--- config.mk ---
export PLATFORM = sky130hd
export DESIGN_NAME = dch_engine
export DESIGN_NICKNAME = d
export VERILOG_FILES = /design/src/rtl/dch_pkg.sv /design/src/rtl/dch_unit_dec.sv /design/src/rtl/dch_lane.sv /design/src/rtl/dch_engine.sv
export SDC_FILE = /design/constraint.sdc
export NUM_CORES = 1
export LEC_CHECK = 0
export ABC_AREA = 1
export BUFFER_PORTS_ARGS = -buffer_cell sky130_fd_sc_hd__buf_2
export CAP_MARGIN = 20
export CORE_MARGIN = 1.5
export CORE_UTILIZATION = 45
export CTS_CLUSTER_DIAMETER = 30
export DETAILED_ROUTE_END_ITERATION = 7
export GPL_ROUTABILITY_DRIVEN = 0
export HOLD_SLACK_MARGIN = 0.08
export PLACE_DENSITY = 0.72
export SETUP_SLACK_MARGIN = 0.2
export SLEW_MARGIN = 15
export SYNTH_ARGS = -nofsm -noshare
export SYNTH_HDL_FRONTEND = slang
export SYNTH_HIERARCHICAL = 1
export SYNTH_SLANG_ARGS = --single-unit
export TNS_END_PERCENT = 30
--- constraint.sdc ---
create_clock -name clk -period 3 [get_ports clk]
set_input_delay 0.15 -clock clk [delete_from_list [all_inputs] [get_ports clk]]
set_output_delay 0.15 -clock clk [all_outputs]
set_load 0.005 [all_outputs]
--- src/rtl/dch_pkg.sv ---
package dch_pkg;

    typedef enum logic [2:0] {
        S_IDLE,
        S_FETCH,
        S_CHECK,
        S_READ,
        S_WRITE,
        S_END
    } dch_state_e;

    localparam logic [1:0] SEL_BASE = 2'd0;
    localparam logic [1:0] SEL_BELL = 2'd1;
    localparam logic [1:0] SEL_STAT = 2'd2;
    localparam logic [1:0] SEL_CNT  = 2'd3;

    localparam int B_LINK = 0;
    localparam int B_TIE  = 1;
    localparam int B_USZ  = 8;
    localparam int B_DAI  = 22;
    localparam int B_SAI  = 23;

    function automatic logic [7:0] unit_bytes(input logic [2:0] code);
        case (code)
            3'd0:    return 8'd4;
            3'd1:    return 8'd1;
            3'd2:    return 8'd2;
            3'd3:    return 8'd16;
            3'd4:    return 8'd32;
            3'd5:    return 8'd64;
            default: return 8'd128;
        endcase
    endfunction

endpackage

--- src/rtl/dch_unit_dec.sv ---
module dch_unit_dec #(
    parameter int AW = 32,
    parameter int BW = 4
) (
    input  logic [2:0]    usize,
    input  logic [AW-1:0] src,
    input  logic [AW-1:0] dst,
    output logic [7:0]    unit_b,
    output logic [7:0]    beat_b,
    output logic          misalign
);
    import dch_pkg::*;

    logic [AW-1:0] mask;

    always_comb begin
        unit_b   = unit_bytes(usize);
        beat_b   = (unit_b >= 8'(BW)) ? 8'(BW) : unit_b;
        mask     = AW'(unit_b) - AW'(1);
        misalign = ((src | dst) & mask) != '0;
    end

endmodule

--- src/rtl/dch_lane.sv ---
module dch_lane #(
    parameter int DW = 32,
    localparam int BW = DW / 8,
    localparam int LB = $clog2(BW)
) (
    input  logic [DW-1:0] rword,
    input  logic [LB-1:0] src_lo,
    input  logic [LB-1:0] dst_lo,
    input  logic [7:0]    beat_b,
    output logic [DW-1:0] wword,
    output logic [BW-1:0] be
);
    logic [DW-1:0] aligned;
    logic [BW-1:0] bmask;

    always_comb begin
        aligned = rword >> {src_lo, 3'b000};
        wword   = aligned << {dst_lo, 3'b000};
        bmask   = (beat_b >= 8'(BW)) ? '1 : BW'((1 << beat_b) - 1);
        be      = bmask << dst_lo;
    end

endmodule

--- src/rtl/dch_engine.sv ---
module dch_engine #(
    parameter int CNT_W     = 24,
    parameter int OFS_W     = 8,
    parameter int OFS_SHIFT = 4,
    localparam int DW = CNT_W + OFS_W,
    localparam int AW = DW,
    localparam int BW = DW / 8,
    localparam int LB = $clog2(BW)
) (
    input  logic             clk,
    input  logic             rst_n,
    input  logic             reg_we,
    input  logic [1:0]       reg_sel,
    input  logic [DW-1:0]    reg_wdata,
    output logic [4:0]       stat_o,
    output logic [CNT_W-1:0] remain_o,
    output logic             irq_o,
    output logic             mem_req,
    output logic             mem_we,
    output logic [AW-1:0]    mem_addr,
    output logic [DW-1:0]    mem_wdata,
    output logic [BW-1:0]    mem_be,
    input  logic             mem_ack,
    input  logic [DW-1:0]    mem_rdata
);
    import dch_pkg::*;

    dch_state_e state_q, state_d;

    logic [AW-1:0]    base_q, cur_q, src_q, dst_q;
    logic [1:0]       widx_q;
    logic             link_q, tie_q, sai_q, dai_q, tie_act_q;
    logic [2:0]       usz_q;
    logic [CNT_W-1:0] remain_q;
    logic [OFS_W-1:0] ofs_q;
    logic [7:0]       left_q;
    logic [DW-1:0]    rbuf_q;
    logic             bell_q, en_q, tt_q, ar_q;

    logic [7:0]    unit_b, beat_b;
    logic          misalign, last_beat, stop, start;
    logic [DW-1:0] lane_w;
    logic [BW-1:0] lane_be;

    dch_unit_dec #(.AW(AW), .BW(BW)) u_dec (
        .usize(usz_q), .src(src_q), .dst(dst_q),
        .unit_b(unit_b), .beat_b(beat_b), .misalign(misalign)
    );

    dch_lane #(.DW(DW)) u_lane (
        .rword(rbuf_q), .src_lo(src_q[LB-1:0]), .dst_lo(dst_q[LB-1:0]),
        .beat_b(beat_b), .wword(lane_w), .be(lane_be)
    );

    assign stop      = reg_we && (reg_sel == SEL_STAT) && !reg_wdata[0];
    assign start     = reg_we && (reg_sel == SEL_STAT) && reg_wdata[0] && bell_q
                       && (state_q == S_IDLE);
    assign last_beat = (left_q == beat_b);

    // next state
    always_comb begin
        state_d = state_q;
        unique case (state_q)
            S_IDLE:  if (start) state_d = S_FETCH;
            S_FETCH: if (mem_ack && widx_q == 2'd3) state_d = S_CHECK;
            S_CHECK: begin
                if (misalign)               state_d = S_IDLE;
                else if (remain_q == '0)    state_d = S_END;
                else                        state_d = S_READ;
            end
            S_READ:  if (mem_ack) state_d = S_WRITE;
            S_WRITE: begin
                if (mem_ack) begin
                    if (last_beat && remain_q == CNT_W'(1)) state_d = S_END;
                    else                                    state_d = S_READ;
                end
            end
            S_END:   state_d = link_q ? S_FETCH : S_IDLE;
            default: state_d = S_IDLE;
        endcase
        if (stop) state_d = S_IDLE;
    end

    // state register
    always_ff @(posedge clk) begin
        if (!rst_n) state_q <= S_IDLE;
        else        state_q <= state_d;
    end

    // datapath and status registers
    always_ff @(posedge clk) begin
        if (!rst_n) begin
            base_q <= '0; cur_q <= '0; src_q <= '0; dst_q <= '0;
            widx_q <= '0; link_q <= 1'b0; tie_q <= 1'b0; sai_q <= 1'b0;
            dai_q <= 1'b0; usz_q <= '0; remain_q <= '0; ofs_q <= '0;
            left_q <= '0; rbuf_q <= '0; bell_q <= 1'b0; en_q <= 1'b0;
            tt_q <= 1'b0; ar_q <= 1'b0; tie_act_q <= 1'b0;
        end else begin
            unique case (state_q)
                S_FETCH: if (mem_ack) begin
                    widx_q <= widx_q + 2'd1;
                    unique case (widx_q)
                        2'd0: begin
                            link_q <= mem_rdata[B_LINK];
                            tie_q  <= mem_rdata[B_TIE];
                            usz_q  <= mem_rdata[B_USZ +: 3];
                            dai_q  <= mem_rdata[B_DAI];
                            sai_q  <= mem_rdata[B_SAI];
                        end
                        2'd1: src_q <= mem_rdata;
                        2'd2: dst_q <= mem_rdata;
                        default: begin
                            remain_q <= mem_rdata[CNT_W-1:0];
                            ofs_q    <= mem_rdata[DW-1:CNT_W];
                        end
                    endcase
                end
                S_CHECK: begin
                    left_q    <= unit_b;
                    tie_act_q <= tie_q;
                    if (misalign) begin
                        ar_q <= 1'b1;
                        en_q <= 1'b0;
                    end
                end
                S_READ: if (mem_ack) rbuf_q <= mem_rdata;
                S_WRITE: if (mem_ack) begin
                    if (sai_q) src_q <= src_q + AW'(beat_b);
                    if (dai_q) dst_q <= dst_q + AW'(beat_b);
                    if (last_beat) begin
                        left_q   <= unit_b;
                        remain_q <= remain_q - CNT_W'(1);
                    end else begin
                        left_q <= left_q - beat_b;
                    end
                end
                S_END: begin
                    if (link_q) begin
                        cur_q  <= base_q + (AW'(ofs_q) << OFS_SHIFT);
                        widx_q <= '0;
                    end else begin
                        tt_q <= 1'b1;
                        en_q <= 1'b0;
                    end
                end
                default: ;
            endcase

            // register writes take precedence over the sequencer
            if (reg_we) begin
                unique case (reg_sel)
                    SEL_BASE: base_q <= reg_wdata;
                    SEL_BELL: if (reg_wdata[0]) bell_q <= 1'b1;
                    SEL_CNT:  remain_q <= reg_wdata[CNT_W-1:0];
                    default: begin
                        if (!reg_wdata[0]) begin
                            en_q <= 1'b0; tt_q <= 1'b0; ar_q <= 1'b0;
                            bell_q <= 1'b0; tie_act_q <= 1'b0;
                        end else begin
                            en_q <= 1'b1;
                            if (start) begin
                                bell_q <= 1'b0; tt_q <= 1'b0; ar_q <= 1'b0;
                                cur_q  <= base_q; widx_q <= '0;
                            end
                        end
                    end
                endcase
            end
        end
    end

    // outputs
    always_comb begin
        mem_req   = 1'b0;
        mem_we    = 1'b0;
        mem_addr  = '0;
        mem_wdata = '0;
        mem_be    = '0;
        unique case (state_q)
            S_FETCH: begin
                mem_req  = 1'b1;
                mem_addr = cur_q + (AW'(widx_q) << LB);
                mem_be   = '1;
            end
            S_READ: begin
                mem_req  = 1'b1;
                mem_addr = {src_q[AW-1:LB], LB'(0)};
                mem_be   = '1;
            end
            S_WRITE: begin
                mem_req   = 1'b1;
                mem_we    = 1'b1;
                mem_addr  = {dst_q[AW-1:LB], LB'(0)};
                mem_wdata = lane_w;
                mem_be    = lane_be;
            end
            default: ;
        endcase
        stat_o   = {ar_q, tt_q, 1'b0, 1'b0, en_q};
        remain_o = remain_q;
        irq_o    = ar_q | (tt_q & tie_act_q);
    end

    // assertions
    a_r2_start_needs_bell: assert property (@(posedge clk) disable iff (!rst_n)
        (state_q == S_FETCH && $past(state_q) == S_IDLE) |-> $past(bell_q));

    a_r7_tt_only_unlinked: assert property (@(posedge clk) disable iff (!rst_n)
        $rose(tt_q) |-> ($past(state_q) == S_END && !$past(link_q)));

    a_r8_error_from_check: assert property (@(posedge clk) disable iff (!rst_n)
        $rose(ar_q) |-> ($past(state_q) == S_CHECK));

    a_r9_stop_clears: assert property (@(posedge clk) disable iff (!rst_n)
        stop |=> (!mem_req && stat_o == 5'd0 && !irq_o));

    a_r10_remain_rises_only_on_load: assert property (@(posedge clk) disable iff (!rst_n)
        (remain_q > $past(remain_q)) |->
            ($past(state_q) == S_FETCH || ($past(reg_we) && $past(reg_sel) == SEL_CNT)));

    a_r3_req_held: assert property (@(posedge clk) disable iff (!rst_n)
        (mem_req && !mem_ack && !stop) |=> mem_req);

endmodule

==> out/metrics.yaml <==
final_hold_viol_count: 0
drt_iter0_markers: 2645
tightest_slew_ns: 0.886
clockPowerShare: 0.614
synth-compound-area-share: 0.193
r2r_start: "usz_q[0]"
synthXorXnorAreaFrac: 0.00984
finalCriticalPeriod_ns: 2.96
clock_sinks: 217
grt_use_total: 0.334
leakagePower_nw: 9.25
synthTopCellsByArea: "dfxtp_1 26%, nand2_1 17%, nand3_1 8.3%, nor2_1 6.7%, a21oi_1 6.5%"
hp-class: "input port to register"
syn_to_final_growth_pct: 26.7
skew_ns: 0.0190
synth_area_mm2: 0.0169
status: "completed"
synthAdderAreaFrac: 0.0422
cts_buffer_depth: 3
start_kind: "register"
num_antenna_cells: 0
synth-main-ff-cell: "dfxtp_1"
dp_hpwl_mm: 47.3
worst_hold_startpoint: "reg_sel[1]"
reg2reg_depth: 19
synth_common_cells: "772 x nand2_1, 301 x nor2_1, 292 x inv_1, 281 x nand3_1, 220 x a21oi_1"
cts_tree: "yes"
num_rows: 70
clk_pin_slew_ns: 0.04
fp.dieH_um: 197
num_vias: 21000
finalInstanceArea_mm2: 0.0214
combPwrFrac: 0.077
dpl_cell_area_mm2: 0.0180
cts-root-buf: "clkbuf_16"
via_per_inst: 5.83
fillers: 3484
tns_ns: 0
required_ns: 2.85
fin_cells: 3593
crit_fanout: 16
setup_viol: 0
ios: 170
hold_end: "en_q"
internal_power_mw: 7.15
core_area_mm2: 0.0368
finalPower_mw: 9.66
route.detailed.drc: 0
grt_pass1_vias: 18900
power_frac_seq: 0.310
maxCapViolations: 0
max_freq_mhz: 338
grt_antenna_before_repair: 1
min_path_cells: 4
timing.slew.headroom: 0.409
worst-path-buf-inv: 3
synthMuxAreaShare: 0
synth_edf_count: 0
dr.pass1.iters: 6
worst-setup-path-type: "register to primary output"
synth.most_common_cell: "nand2_1"
synth_top_family_by_area: "simple AND/OR/NAND/NOR gates"
chipWidth_um: 197
worstSetupEndpointType: "primary output"
synth_top_area_frac: 0.257
reg2reg_to: "dst_q[22]"
yosys.area.top_type: "dfxtp_1"
synthArstFlopShare: 0
fin_hold_ws_ns: 0.247
synth_seq_cells: 217
post_drt_wl_per_cell_um: 18.6
ir_drop_uv: 498
ant_nets: 0
yosysSeqAreaShare: 0.257
switching_share: 0.260
crit_arrival_ns: 2.81
setup_slack_ns: 0.0390
rrSetupSlack_ns: 0.10
p_per_area_mw_per_mm2: 451
syn_area_per_cell_um2: 5.92
io_buffers: 167
cp_top_family: "buffers and inverters"
clk_latency_ns: 0.58
grt_remaining_overflow: 0
period_share: 0.987
htree_levels: 2
ys_types: 53
cpMaxStageDelayCell: "inv_1"
drv_slew: 0
yosys.area_share.simple: 0.386
synthCells: 2854
pre_cts_slack_ns: -0.0112
dp.cells: 3395
grt_pass1_wl_mm: 103
power.switching_mw: 2.51
yosys_warnings: 6
final_core_util: 0.582
max_stage_delay_ns: 0.51
rsz0062_at_grt: "yes"
die_area_mm2: 0.0387
grt_max_degree: 150
path_cells: "inv_2, nand2_4, nor2_4, inv_1, o21ai_0, a31o_2, buf_2"
initial_utilization: 0.460
drive_gt1_frac: 0.166
numCtsBuffers: 53
drt_wl_total_mm: 66.9
nets: 3206
-- worst min-delay path, delay by kind of cell --
family                     cells  cell delay [ns]
buffers and inverters          1             0.12
AOI/OAI and AO/OA              1             0.20
adders and majority gates      1             0.15
and+or+nand+nor                1             0.17
-- how the worst max path moves through the flow --
stage | startpoint | end | cells after the start
global placement | usz_q[1] | src_q[24] | 17
global route | usz_q[0] | mem_be[2] | 16
floorplan | usz_q[2] | src_q[24] | 18
detailed placement | usz_q[1] | remain_o[17] | 16
finish | state_q[2] | mem_addr[18] | 7
CTS | usz_q[0] | mem_be[2] | 16
-- layout make-up --
type                            instances  area [um^2]  area share
Sequential cell                       217         4360       0.204
Tap cell                              468          586      0.0273
Multi-Input combinational cell       2195        11300       0.526
Inverter                              309         1170      0.0547
Clock inverter                         38          474      0.0221
Clock buffer                           60         1390      0.0650
Timing Repair Buffer                  306         2170       0.101
-- logic make-up after synthesis --
family                     after synthesis
buffers and inverters                  448
and+or+nand+nor                       1525
xor gates and xnor gates                19
other                                    2
DFF                                    217
AOI/OAI and AO/OA                      589
adders and majority gates               54
-- sequential cells by signal (all words and copies together), names as in the netlist, 2 cells and up --
register	cells
remain_o	24
cur_q	32
left_q	8
src_q	32
dst_q	32
ofs_q	8
usz_q	3
widx_q	2
rbuf_q	32
base_q	32
state_q	3
-- per-layer routing --
metal | part of all wire | track usage
met5 | 0.00015 | 0
met4 | 0.064 | 0.202
met3 | 0.11 | 0.0578
met2 | 0.43 | 0.506
met1 | 0.40 | 0.442
-- power by group through the flow --
stage | clock, mW | combinational, mW | sequential [mW]
final | 5.93 | 0.739 | 2.99
after global routing | 6.10 | 0.795 | 3.00
after global placement | 0 | 0.618 | 3.04
after CTS | 5.95 | 0.699 | 2.99
after floorplan | 0 | 0.377 | 3.03
after detailed placement | 0 | 0.625 | 3.05
-- cells in the final DEF (no fill, tap or decap), drive strengths merged, types with 11 or more instances in the layout --
cell	count
clkinvlp	11
nand2	780
inv	309
nor3	54
a21oi	220
xor2	17
o21bai	15
or2	26
ha	49
nor2	311
dlygate4sd3	75
clkinv	20
nand4	52
a31oi	34
clkbuf	61
buf	230
a221oi	23
o21ai	250
o211ai	17
nand3	283
dfxtp	217
-- what timing repair did --
action	CTS	global route
pin swaps	24	44
buffers inserted	10	14
gates cloned	0	1
endpoints found under the setup margin	84	133
gates resized for setup	51	112
hold buffers	75	0
endpoints found under the hold margin	141	0
No activity file was read; power rests on OpenSTA's default activity.
